**src/rtl/expo_pkg.sv**
```systemverilog
package expo_pkg;
  // Which bit of the control word enables automatic exposure for each context.
  localparam int AE_BIT_A = 0;
  localparam int AE_BIT_B = 8;

  typedef enum logic {CTX_A = 1'b0, CTX_B = 1'b1} ctx_e;
endpackage

```
**src/rtl/expo_select.sv**
```systemverilog
module expo_select
  import expo_pkg::*;
#(
  parameter int ROW_W  = 12,
  parameter int FINE_W = 10,
  parameter int RT_W   = 12,
  parameter int CTRL_W = 16
) (
  input  logic              clk,
  input  logic              rst_n,
  input  logic [CTRL_W-1:0] ae_ctrl,
  input  logic              ctx_b,
  input  logic [ROW_W-1:0]  man_rows_a,
  input  logic [ROW_W-1:0]  man_rows_b,
  input  logic [FINE_W-1:0] fine_a,
  input  logic [FINE_W-1:0] fine_b,
  input  logic [RT_W-1:0]   row_time_a,
  input  logic [RT_W-1:0]   row_time_b,
  input  logic [ROW_W-1:0]  ae_req_rows,
  input  logic [ROW_W-1:0]  ae_min_rows,
  input  logic [ROW_W-1:0]  ae_max_rows,
  output logic [ROW_W-1:0]  sel_rows,
  output logic [FINE_W-1:0] sel_fine,
  output logic [RT_W-1:0]   sel_rt,
  output logic              auto_on
);
  // The upper limit wins when the limits cross.
  function automatic logic [ROW_W-1:0] clamp_rows(
    input logic [ROW_W-1:0] req,
    input logic [ROW_W-1:0] lo,
    input logic [ROW_W-1:0] hi
  );
    logic [ROW_W-1:0] floor_v;
    floor_v = (lo > hi) ? hi : lo;
    if (req < floor_v)   return floor_v;
    else if (req > hi)   return hi;
    else                 return req;
  endfunction

  ctx_e             ctx;
  logic [ROW_W-1:0] manual_rows;
  logic [ROW_W-1:0] auto_rows;

  assign ctx = ctx_e'(ctx_b);

  always_comb begin
    auto_on     = (ctx == CTX_B) ? ae_ctrl[AE_BIT_B] : ae_ctrl[AE_BIT_A];
    manual_rows = (ctx == CTX_B) ? man_rows_b : man_rows_a;
    auto_rows   = clamp_rows(ae_req_rows, ae_min_rows, ae_max_rows);
    sel_rows    = auto_on ? auto_rows : manual_rows;
    sel_fine    = (ctx == CTX_B) ? fine_b : fine_a;
    sel_rt      = (ctx == CTX_B) ? row_time_b : row_time_a;
  end

  AST_CLAMP_WINDOW: assert property (@(posedge clk) disable iff (!rst_n)
    (auto_on && ae_min_rows <= ae_max_rows) |->
      (sel_rows >= ae_min_rows && sel_rows <= ae_max_rows));

  AST_CROSSED_LIMITS: assert property (@(posedge clk) disable iff (!rst_n)
    (auto_on && ae_min_rows > ae_max_rows) |-> sel_rows == ae_max_rows);
endmodule

```
**src/rtl/expo_pipe.sv**
```systemverilog
module expo_pipe #(
  parameter int W = 8
) (
  input  logic         clk,
  input  logic         rst_n,
  input  logic         frame_valid,
  input  logic [W-1:0] cfg_in,
  output logic [W-1:0] cfg_applied,
  output logic         fv_fall,
  output logic         apply_pulse
);
  logic         fv_q;
  logic [W-1:0] stage1;
  logic [W-1:0] stage2;

  assign fv_fall     = fv_q & ~frame_valid;
  assign cfg_applied = stage2;

  always_ff @(posedge clk) begin
    if (!rst_n) begin
      fv_q        <= 1'b0;
      stage1      <= '0;
      stage2      <= '0;
      apply_pulse <= 1'b0;
    end else begin
      fv_q        <= frame_valid;
      apply_pulse <= fv_fall;
      if (fv_fall) begin
        stage1 <= cfg_in;
        stage2 <= stage1;
      end
    end
  end

  AST_TWO_STAGE: assert property (@(posedge clk) disable iff (!rst_n)
    fv_fall |=> stage2 == $past(stage1));

  AST_HOLD_BETWEEN: assert property (@(posedge clk) disable iff (!rst_n)
    !fv_fall |=> $stable(stage2));

  AST_PULSE_SINGLE: assert property (@(posedge clk) disable iff (!rst_n)
    apply_pulse |=> !apply_pulse);
endmodule

```
**src/rtl/expo_calc.sv**
```systemverilog
module expo_calc #(
  parameter int ROW_W  = 12,
  parameter int FINE_W = 10,
  parameter int RT_W   = 12,
  parameter int TIME_W = ROW_W + RT_W + 1
) (
  input  logic              clk,
  input  logic              rst_n,
  input  logic [ROW_W-1:0]  rows,
  input  logic [FINE_W-1:0] fine,
  input  logic [RT_W-1:0]   row_time,
  input  logic [ROW_W-1:0]  frame_len,
  output logic [TIME_W-1:0] total_clocks,
  output logic              over,
  output logic [ROW_W-1:0]  extra_rows
);
  function automatic logic [TIME_W-1:0] integ_clocks(
    input logic [ROW_W-1:0]  r,
    input logic [RT_W-1:0]   t,
    input logic [FINE_W-1:0] f
  );
    return TIME_W'(r) * TIME_W'(t) + TIME_W'(f);
  endfunction

  function automatic logic [ROW_W-1:0] blank_shortfall(
    input logic [ROW_W-1:0] r,
    input logic [ROW_W-1:0] len
  );
    return (r > len) ? (r - len) : '0;
  endfunction

  always_comb begin
    total_clocks = integ_clocks(rows, row_time, fine);
    extra_rows   = blank_shortfall(rows, frame_len);
    over         = rows > frame_len;
  end

  AST_OVER_EXTRA: assert property (@(posedge clk) disable iff (!rst_n)
    over |-> (extra_rows != '0 && extra_rows + frame_len == rows));

  AST_NO_OVER_ZERO: assert property (@(posedge clk) disable iff (!rst_n)
    !over |-> extra_rows == '0);

  AST_FINE_FLOOR: assert property (@(posedge clk) disable iff (!rst_n)
    total_clocks >= TIME_W'(fine));
endmodule

```
**src/rtl/expo_ctrl.sv**
```systemverilog
module expo_ctrl #(
  parameter int ROW_W  = 12,
  parameter int FINE_W = 10,
  parameter int RT_W   = 12,
  parameter int CTRL_W = 16
) (
  input  logic                    clk,
  input  logic                    rst_n,
  input  logic                    frame_valid,
  input  logic [CTRL_W-1:0]       ae_ctrl,
  input  logic                    ctx_b,
  input  logic [ROW_W-1:0]        man_rows_a,
  input  logic [ROW_W-1:0]        man_rows_b,
  input  logic [FINE_W-1:0]       fine_a,
  input  logic [FINE_W-1:0]       fine_b,
  input  logic [RT_W-1:0]         row_time_a,
  input  logic [RT_W-1:0]         row_time_b,
  input  logic [ROW_W-1:0]        ae_req_rows,
  input  logic [ROW_W-1:0]        ae_min_rows,
  input  logic [ROW_W-1:0]        ae_max_rows,
  input  logic [ROW_W-1:0]        frame_rows,
  output logic [ROW_W-1:0]        int_rows,
  output logic [FINE_W-1:0]       int_fine,
  output logic [ROW_W+RT_W:0]     int_clocks,
  output logic                    over_frame,
  output logic [ROW_W-1:0]        extra_blank_rows,
  output logic                    apply_pulse
);
  localparam int TIME_W = ROW_W + RT_W + 1;
  localparam int PIPE_W = 2 * ROW_W + FINE_W + RT_W;

  logic [ROW_W-1:0]  sel_rows;
  logic [FINE_W-1:0] sel_fine;
  logic [RT_W-1:0]   sel_rt;
  logic              auto_on;
  logic [PIPE_W-1:0] cfg_live;
  logic [PIPE_W-1:0] cfg_applied;
  logic              fv_fall;
  logic [RT_W-1:0]   app_rt;
  logic [ROW_W-1:0]  app_len;

  expo_select #(.ROW_W(ROW_W), .FINE_W(FINE_W), .RT_W(RT_W), .CTRL_W(CTRL_W)) u_sel (
    .clk(clk), .rst_n(rst_n), .ae_ctrl(ae_ctrl), .ctx_b(ctx_b),
    .man_rows_a(man_rows_a), .man_rows_b(man_rows_b),
    .fine_a(fine_a), .fine_b(fine_b),
    .row_time_a(row_time_a), .row_time_b(row_time_b),
    .ae_req_rows(ae_req_rows), .ae_min_rows(ae_min_rows), .ae_max_rows(ae_max_rows),
    .sel_rows(sel_rows), .sel_fine(sel_fine), .sel_rt(sel_rt), .auto_on(auto_on)
  );

  // Frame length travels with the exposure so both apply in the same frame.
  assign cfg_live = {frame_rows, sel_rt, sel_fine, sel_rows};

  expo_pipe #(.W(PIPE_W)) u_pipe (
    .clk(clk), .rst_n(rst_n), .frame_valid(frame_valid),
    .cfg_in(cfg_live), .cfg_applied(cfg_applied),
    .fv_fall(fv_fall), .apply_pulse(apply_pulse)
  );

  assign {app_len, app_rt, int_fine, int_rows} = cfg_applied;

  expo_calc #(.ROW_W(ROW_W), .FINE_W(FINE_W), .RT_W(RT_W), .TIME_W(TIME_W)) u_calc (
    .clk(clk), .rst_n(rst_n), .rows(int_rows), .fine(int_fine),
    .row_time(app_rt), .frame_len(app_len),
    .total_clocks(int_clocks), .over(over_frame), .extra_rows(extra_blank_rows)
  );

  AST_MANUAL_SOURCE: assert property (@(posedge clk) disable iff (!rst_n)
    (fv_fall && !auto_on) |=> u_pipe.stage1[ROW_W-1:0] ==
      ($past(ctx_b) ? $past(man_rows_b) : $past(man_rows_a)));

  AST_OUT_ON_PULSE_ONLY: assert property (@(posedge clk) disable iff (!rst_n)
    (!apply_pulse && $past(rst_n)) |-> $stable(int_clocks));
endmodule

```
**config.mk**
```make
export PLATFORM = sky130hd
export DESIGN_NAME = expo_ctrl
export DESIGN_NICKNAME = d
export VERILOG_FILES = /design/src/rtl/expo_pkg.sv /design/src/rtl/expo_select.sv /design/src/rtl/expo_pipe.sv /design/src/rtl/expo_calc.sv /design/src/rtl/expo_ctrl.sv
export SDC_FILE = /design/constraint.sdc
export NUM_CORES = 1
export LEC_CHECK = 0
export CORE_MARGIN = 2
export CORE_UTILIZATION = 50
export CTS_BUF_LIST = sky130_fd_sc_hd__clkbuf_4 sky130_fd_sc_hd__clkbuf_8 sky130_fd_sc_hd__clkbuf_16
export DETAILED_ROUTE_END_ITERATION = 10
export DONT_BUFFER_PORTS = 1
export GPL_ROUTABILITY_DRIVEN = 0
export GPL_TIMING_DRIVEN = 0
export PLACE_DENSITY = 0.69
export SLEW_MARGIN = 20
export SYNTH_ARGS = -nofsm -noshare
export SYNTH_HDL_FRONTEND = slang
export SYNTH_HIERARCHICAL = 1
export SYNTH_SLANG_ARGS = --single-unit
export TNS_END_PERCENT = 10
```
**constraint.sdc**
```tcl
create_clock -name clk -period 5.56 [get_ports clk]
set_clock_uncertainty 0.2 [all_clocks]
set_input_delay 0.556 -clock clk [delete_from_list [all_inputs] [get_ports clk]]
set_output_delay 0.556 -clock clk [all_outputs]
set_load 0.02 [all_outputs]
```
---- Word level (Yosys, flattened, before mapping) ----
Index checks and enable logic that the tools add are counted.
storage, ports and cells
  output and inout port bits .............. 61
  logic and storage cells ................. 22
  register bits after elaboration ......... 94
cells by class
  $mul .................................... 1
  muxes and demuxes ....................... 9
  bitwise operators ....................... 2
  add/sub/neg operators ................... 2
  order comparisons ....................... 4
operator list
  cell              count
  $mux W12          7
  $gt A12 B12 Y1    3
  $add A24 B10 Y25  1
  $mul A12 B12 Y24  1
  $lt A12 B12 Y1    1
  $sub A12 B12 Y12  1
  $mux W10          1
  $and A1 B1 Y1     1
  $mux W1           1
  $not A1 Y1        1

---- Longest topological paths before layout ----
  word-level depth ........................ 5
  gate-level depth with buffers ........... 21
  depth with buffers taken out ............ 19

---- Cells and area by module ----
The synthesis kept the hierarchy.
modules (own cells, without submodules)
  module       seq. area each (sq um)  area an instance (sq um)  instances  cells each
  expo_calc    0.0                     5,945.7                   1          730
  expo_pipe    1,881.8                 3,553.4                   1          354
  expo_select  0.0                     1,921.8                   1          235

---- Worst setup path before layout ----
No wires, ideal clock.
  kind .................................... register -> output
  start point ............................. register u_pipe.stage2[1], in the netlist u_pipe/cfg_applied[1]
  end point ............................... output int_clocks[22]
  stages on the path, launching flop included .. 18
  setup slack ............................. -392 ps
  required time ........................... 4,804 ps
  arrival time ............................ 5,196 ps
  cells stage by stage .................... dfxtp_1 clkbuf_1 nand2_1 fa_1 fa_1 inv_1 fa_1 fa_1 inv_1 fa_1 inv_1 ha_1 nand2_1 o21ai_0 or3b_2 nand4_1 a221oi_1 xor2_1
between the ends
  cells in the longest elaborated chain, start to end .. 2
ends and longest elaborated chain
  item                    line             text
  start, declared         expo_pipe.sv:14  logic [W-1:0] stage2;
  start signal, assigned  expo_pipe.sv:30  stage2 <= stage1;
  $mul A12 B12 Y24        expo_calc.sv:22  return TIME_W'(r) * TIME_W'(t) + TIME_W'(f);
  $add A24 B10 Y25        expo_calc.sv:22
  end, declared           expo_ctrl.sv:24  output logic [ROW_W+RT_W:0] int_clocks,
No other way between the ends.

---- Final worst setup path ----
  start point ............................. register u_pipe.stage2[5], in the netlist u_pipe/cfg_applied[5]
  end point ............................... output int_clocks[22]
Same word-level chain as after synthesis.

==> flow_summary_export.csv <==
group,metric,value,unit
logic_synthesis,async_flop_share,0,
run,max_cap_violations,0,
min_path,hp-class,"in2reg",
die,die-width,155,um
final_layout,final_cells,1638,
logic_synthesis,ys_seq_area_frac,0.165,
clock_tree,clk_path_buf_depth,2,
timing,rsz0062_at_grt,"true",
clock_tree,path_clk_slew,70,ps
logic_synthesis,synth_flop_cell,"dfxtp_1",
worst_setup_path,cp_cell_sequence,"clkbuf_16 -> buf_4 -> and2_1 -> fa_1 -> inv_1 -> fa_2 -> inv_1 -> fa_1 -> ha_1 -> inv_1 -> fa_1 -> inv_2 -> ha_4 -> a21o_1 -> a21oi_2 -> a21oi_2 -> or3b_4 -> nand4_1 -> a221oi_2 -> xor2_2",
route,routed_wl,28800,um
timing,finalCriticalPeriod,6090,ps
route,routed_via_density,5.53,
logic_synthesis,syn_nets,1687,
logic_synthesis,ys_ff_latch,94,
worst_setup_path,cpPeakStageDelay,520,ps
clock_tree,h-tree-depth,3,
placed_design,placed_cell_area,12000,sq um
power_and_ir_drop,power_density,127,nW/um^2
global_route,grt_max_degree,18,
route,antenna_left,0,
global_route,grt_pass1_vias,9267,
logic_synthesis,synth-edff-count,0,
power_and_ir_drop,vdd_ir_drop_max,0.147,mV
timing,period_share,1.10,
worst_setup_path,critPathMaxFanout,6,
placed_design,dp_hpwl,23300,um
worst_setup_path,crit_path_start_kind,"register",
clock_tree,numCtsBuffers,9,
worst_setup_path,worst-setup-path-type,"reg2out",
placed_design,dpl.cell_count,1604,
die,dieArea,24100,sq um
timing,fin_ws,-528,ps
route,drt_iter0_markers,428,
die,coreArea,22500,sq um
global_route,grt_use_total,0.242,
timing,worstMarginPinSlew,1010,ps
final_layout,finalInstanceArea,12900,sq um
final_layout,final_layout_size_suffix_gt1_frac,0.175,
final_layout,final_nets,1716,
logic_synthesis,synth.distinct_cells,55,
die,initial_core_util,0.508,
final_layout,n_fill_cell,2001,
timing,hold_viol_final,0,
timing,final-setup-viol-count,15,
timing,maxSlewViolCount,0,
logic_synthesis,synthesis.area,11400,sq um
die,num_rows,55,
route,dr_total_vias,9061,
logic_synthesis,synthCells,1319,
timing,max-slew-margin-rel,0.328,
power_and_ir_drop,leakage,5.98,nW
die,die_h,155,um
worst_setup_path,crit_slowest_cell,"fa_2",
placed_design,pre_cts_ws,-809,ps
timing,clock.fmax,164,MHz
status,status,"complete, but fails checks",
logic_synthesis,postSynthAreaPerCell,8.66,sq um
route,drt-pass1-iter-count,6,
placed_design,portBuffers,0,
worst_setup_path,end_kind,"output pin",
clock_tree,clk_latency,340,ps
final_layout,synthToLayoutAreaGrowth,12.9,%
global_route,antenna_found_initial,0,
final_layout,diodes,0,
logic_synthesis,yosys_warnings,6,
clock_tree,cts_tree,"done",
worst_setup_path,crit_required,4800,ps
worst_setup_path,arrival,5330,ps
clock_tree,clock-sinks,94,
route,wl_per_cell,17.6,um
clock_tree,cts_root_buffer,"clkbuf_16",
die,ioPinCount,197,
status,failed_checks,"negative setup slack",
global_route,overflow,0,
global_route,grt_pass1_wl,46800,um
route,route.detailed.drc,0,
[path summary, 6_finish.rpt]
path	from	endpoint	slack (ps)	depth (start not counted)
setup reg to reg	u_pipe/fv_q	u_pipe/stage1[22]	4110	5
hold reg to reg	u_pipe/cfg_applied[38]	u_pipe/cfg_applied[38]	260	2
setup / recovery	u_pipe/cfg_applied[5]	int_clocks[22]	-530	20
hold / removal	frame_valid	u_pipe/fv_q	140	1
[metal layers]
| layer | part of all wire | global-route usage |
|---|---|---|
| met4 | 0.020 | 0.0569 |
| met5 | 0 | 0 |
| met1 | 0.43 | 0.308 |
| met2 | 0.50 | 0.432 |
| met3 | 0.057 | 0.0376 |
[where the power goes]
part | switching (mW) | internal [mW] | total (mW) | leakage [nW]
Sequential | 0.0104 | 0.685 | 0.695 | 0.772
Clock | 0.262 | 0.325 | 0.588 | 0.144
Combinational | 0.196 | 0.160 | 0.356 | 5.07
[synth_stat cells, types with 4 or more instances]
library cell / n / share of area
o21ai_0: 16 / 0.0070
nor2b_1: 9 / 0.0049
o211ai_1: 4 / 0.0026
buf_6: 7 / 0.0069
ha_1: 121 / 0.13
nand4_1: 15 / 0.0082
buf_8: 7 / 0.0092
xor2_1: 10 / 0.0077
dfxtp_1: 94 / 0.16
nand2_1: 229 / 0.075
a21oi_1: 52 / 0.023
buf_2: 17 / 0.0074
nor3_1: 5 / 0.0022
mux2i_1: 115 / 0.10
inv_1: 195 / 0.064
a211oi_1: 6 / 0.0039
nor2_1: 43 / 0.014
mux2_2: 34 / 0.034
xnor2_1: 18 / 0.014
o221a_2: 12 / 0.012
a21o_1: 19 / 0.012
o21bai_1: 5 / 0.0033
nand3_1: 21 / 0.0092
and3_1: 4 / 0.0022
clkbuf_1: 31 / 0.010
fa_1: 111 / 0.19
and2_1: 73 / 0.040
buf_4: 4 / 0.0026
[through the flow]
step	hold slack (ps)	power (mW)	TNS, ps	utilization
after global routing	124	1.70	-8120	0.573
after detailed placement	253	1.06	-7160	0.534
after CTS	130	1.64	-5590	0.571
final	135	1.64	-5170	0.573
after floorplan	235	0.987	-110	-
after global placement	248	1.06	-6250	0.534
[sequential cells by signal, indices dropped and copies added, names as in the netlist]
| signal | cells |
|---|---|
| u_pipe/cfg_applied | 46 |
| u_pipe/stage1 | 46 |
| u_pipe/apply_pulse | 1 |
| u_pipe/fv_q | 1 |
[critical path, delay by kind of cell, from the launching register on]
kind	cells	cell delay [ps]
adders and majority gates	6	2500
AOI/OAI and AO/OA	4	810
buffers and inverters	6	520
and+or+nand+nor	3	450
DFF	1	410
xor gates and xnor gates	1	300
[cells in the final DEF (no fill, tap or decap), types with 7 or more instances in the layout]
cell / Yosys / final
a21oi_2: 2 / 9
fa_1: 111 / 105
ha_4: 0 / 10
nand4_1: 15 / 15
inv_2: 0 / 9
and2_1: 73 / 68
xnor2_2: 0 / 8
nor2b_1: 9 / 8
xnor2_1: 18 / 10
clkbuf_1: 31 / 7
dfxtp_4: 0 / 12
ha_1: 121 / 108
clkbuf_4: 0 / 7
nor2_1: 43 / 42
buf_2: 17 / 18
clkbuf_8: 0 / 7
a21o_1: 19 / 19
inv_1: 195 / 186
o21ai_0: 16 / 10
mux2i_1: 115 / 115
nand2_1: 229 / 228
dfxtp_1: 94 / 80
a21oi_1: 52 / 44
buf_8: 7 / 7
buf_4: 4 / 26
nand3_1: 21 / 21
o221a_2: 12 / 12
mux2_2: 34 / 34
clkbuf_16: 0 / 17
buf_6: 7 / 7
[area by class of cell]
class                   count  area, sq um  share of cell area
plain buffers              68          676              0.0524
clock buffers              11          246              0.0191
clock inverters             5         40.0             0.00310
inverters                 196          736              0.0570
multi-input cells         960         8760               0.679
flip-flops and latches     94         1930               0.150
well taps                 285          357              0.0276
repair buffers             19          155              0.0120
[kinds of logic (layout without fill, tap and decap cells)]
group,Yosys count,count (layout),synth area share
flip-flops,94,94,0.165
AO/OA/AOI/OAI,143,143,0.0886
AND/OR/NAND/NOR,408,408,0.162
buffers and inverters,265,299,0.102
XOR/XNOR,28,28,0.0215
adder cells (fa/ha/maj),232,232,0.327
multiplexers,149,149,0.134
[what timing repair did]
action                                  4_1_cts  5_1_grt
buffers inserted                             17        0
endpoints found under the setup margin       17       17
cloned                                        2        0
hold buffers                                  0        0
pin swaps                                    53       17
gates resized for setup                      95       23
(Power assumes the default switching activity.)
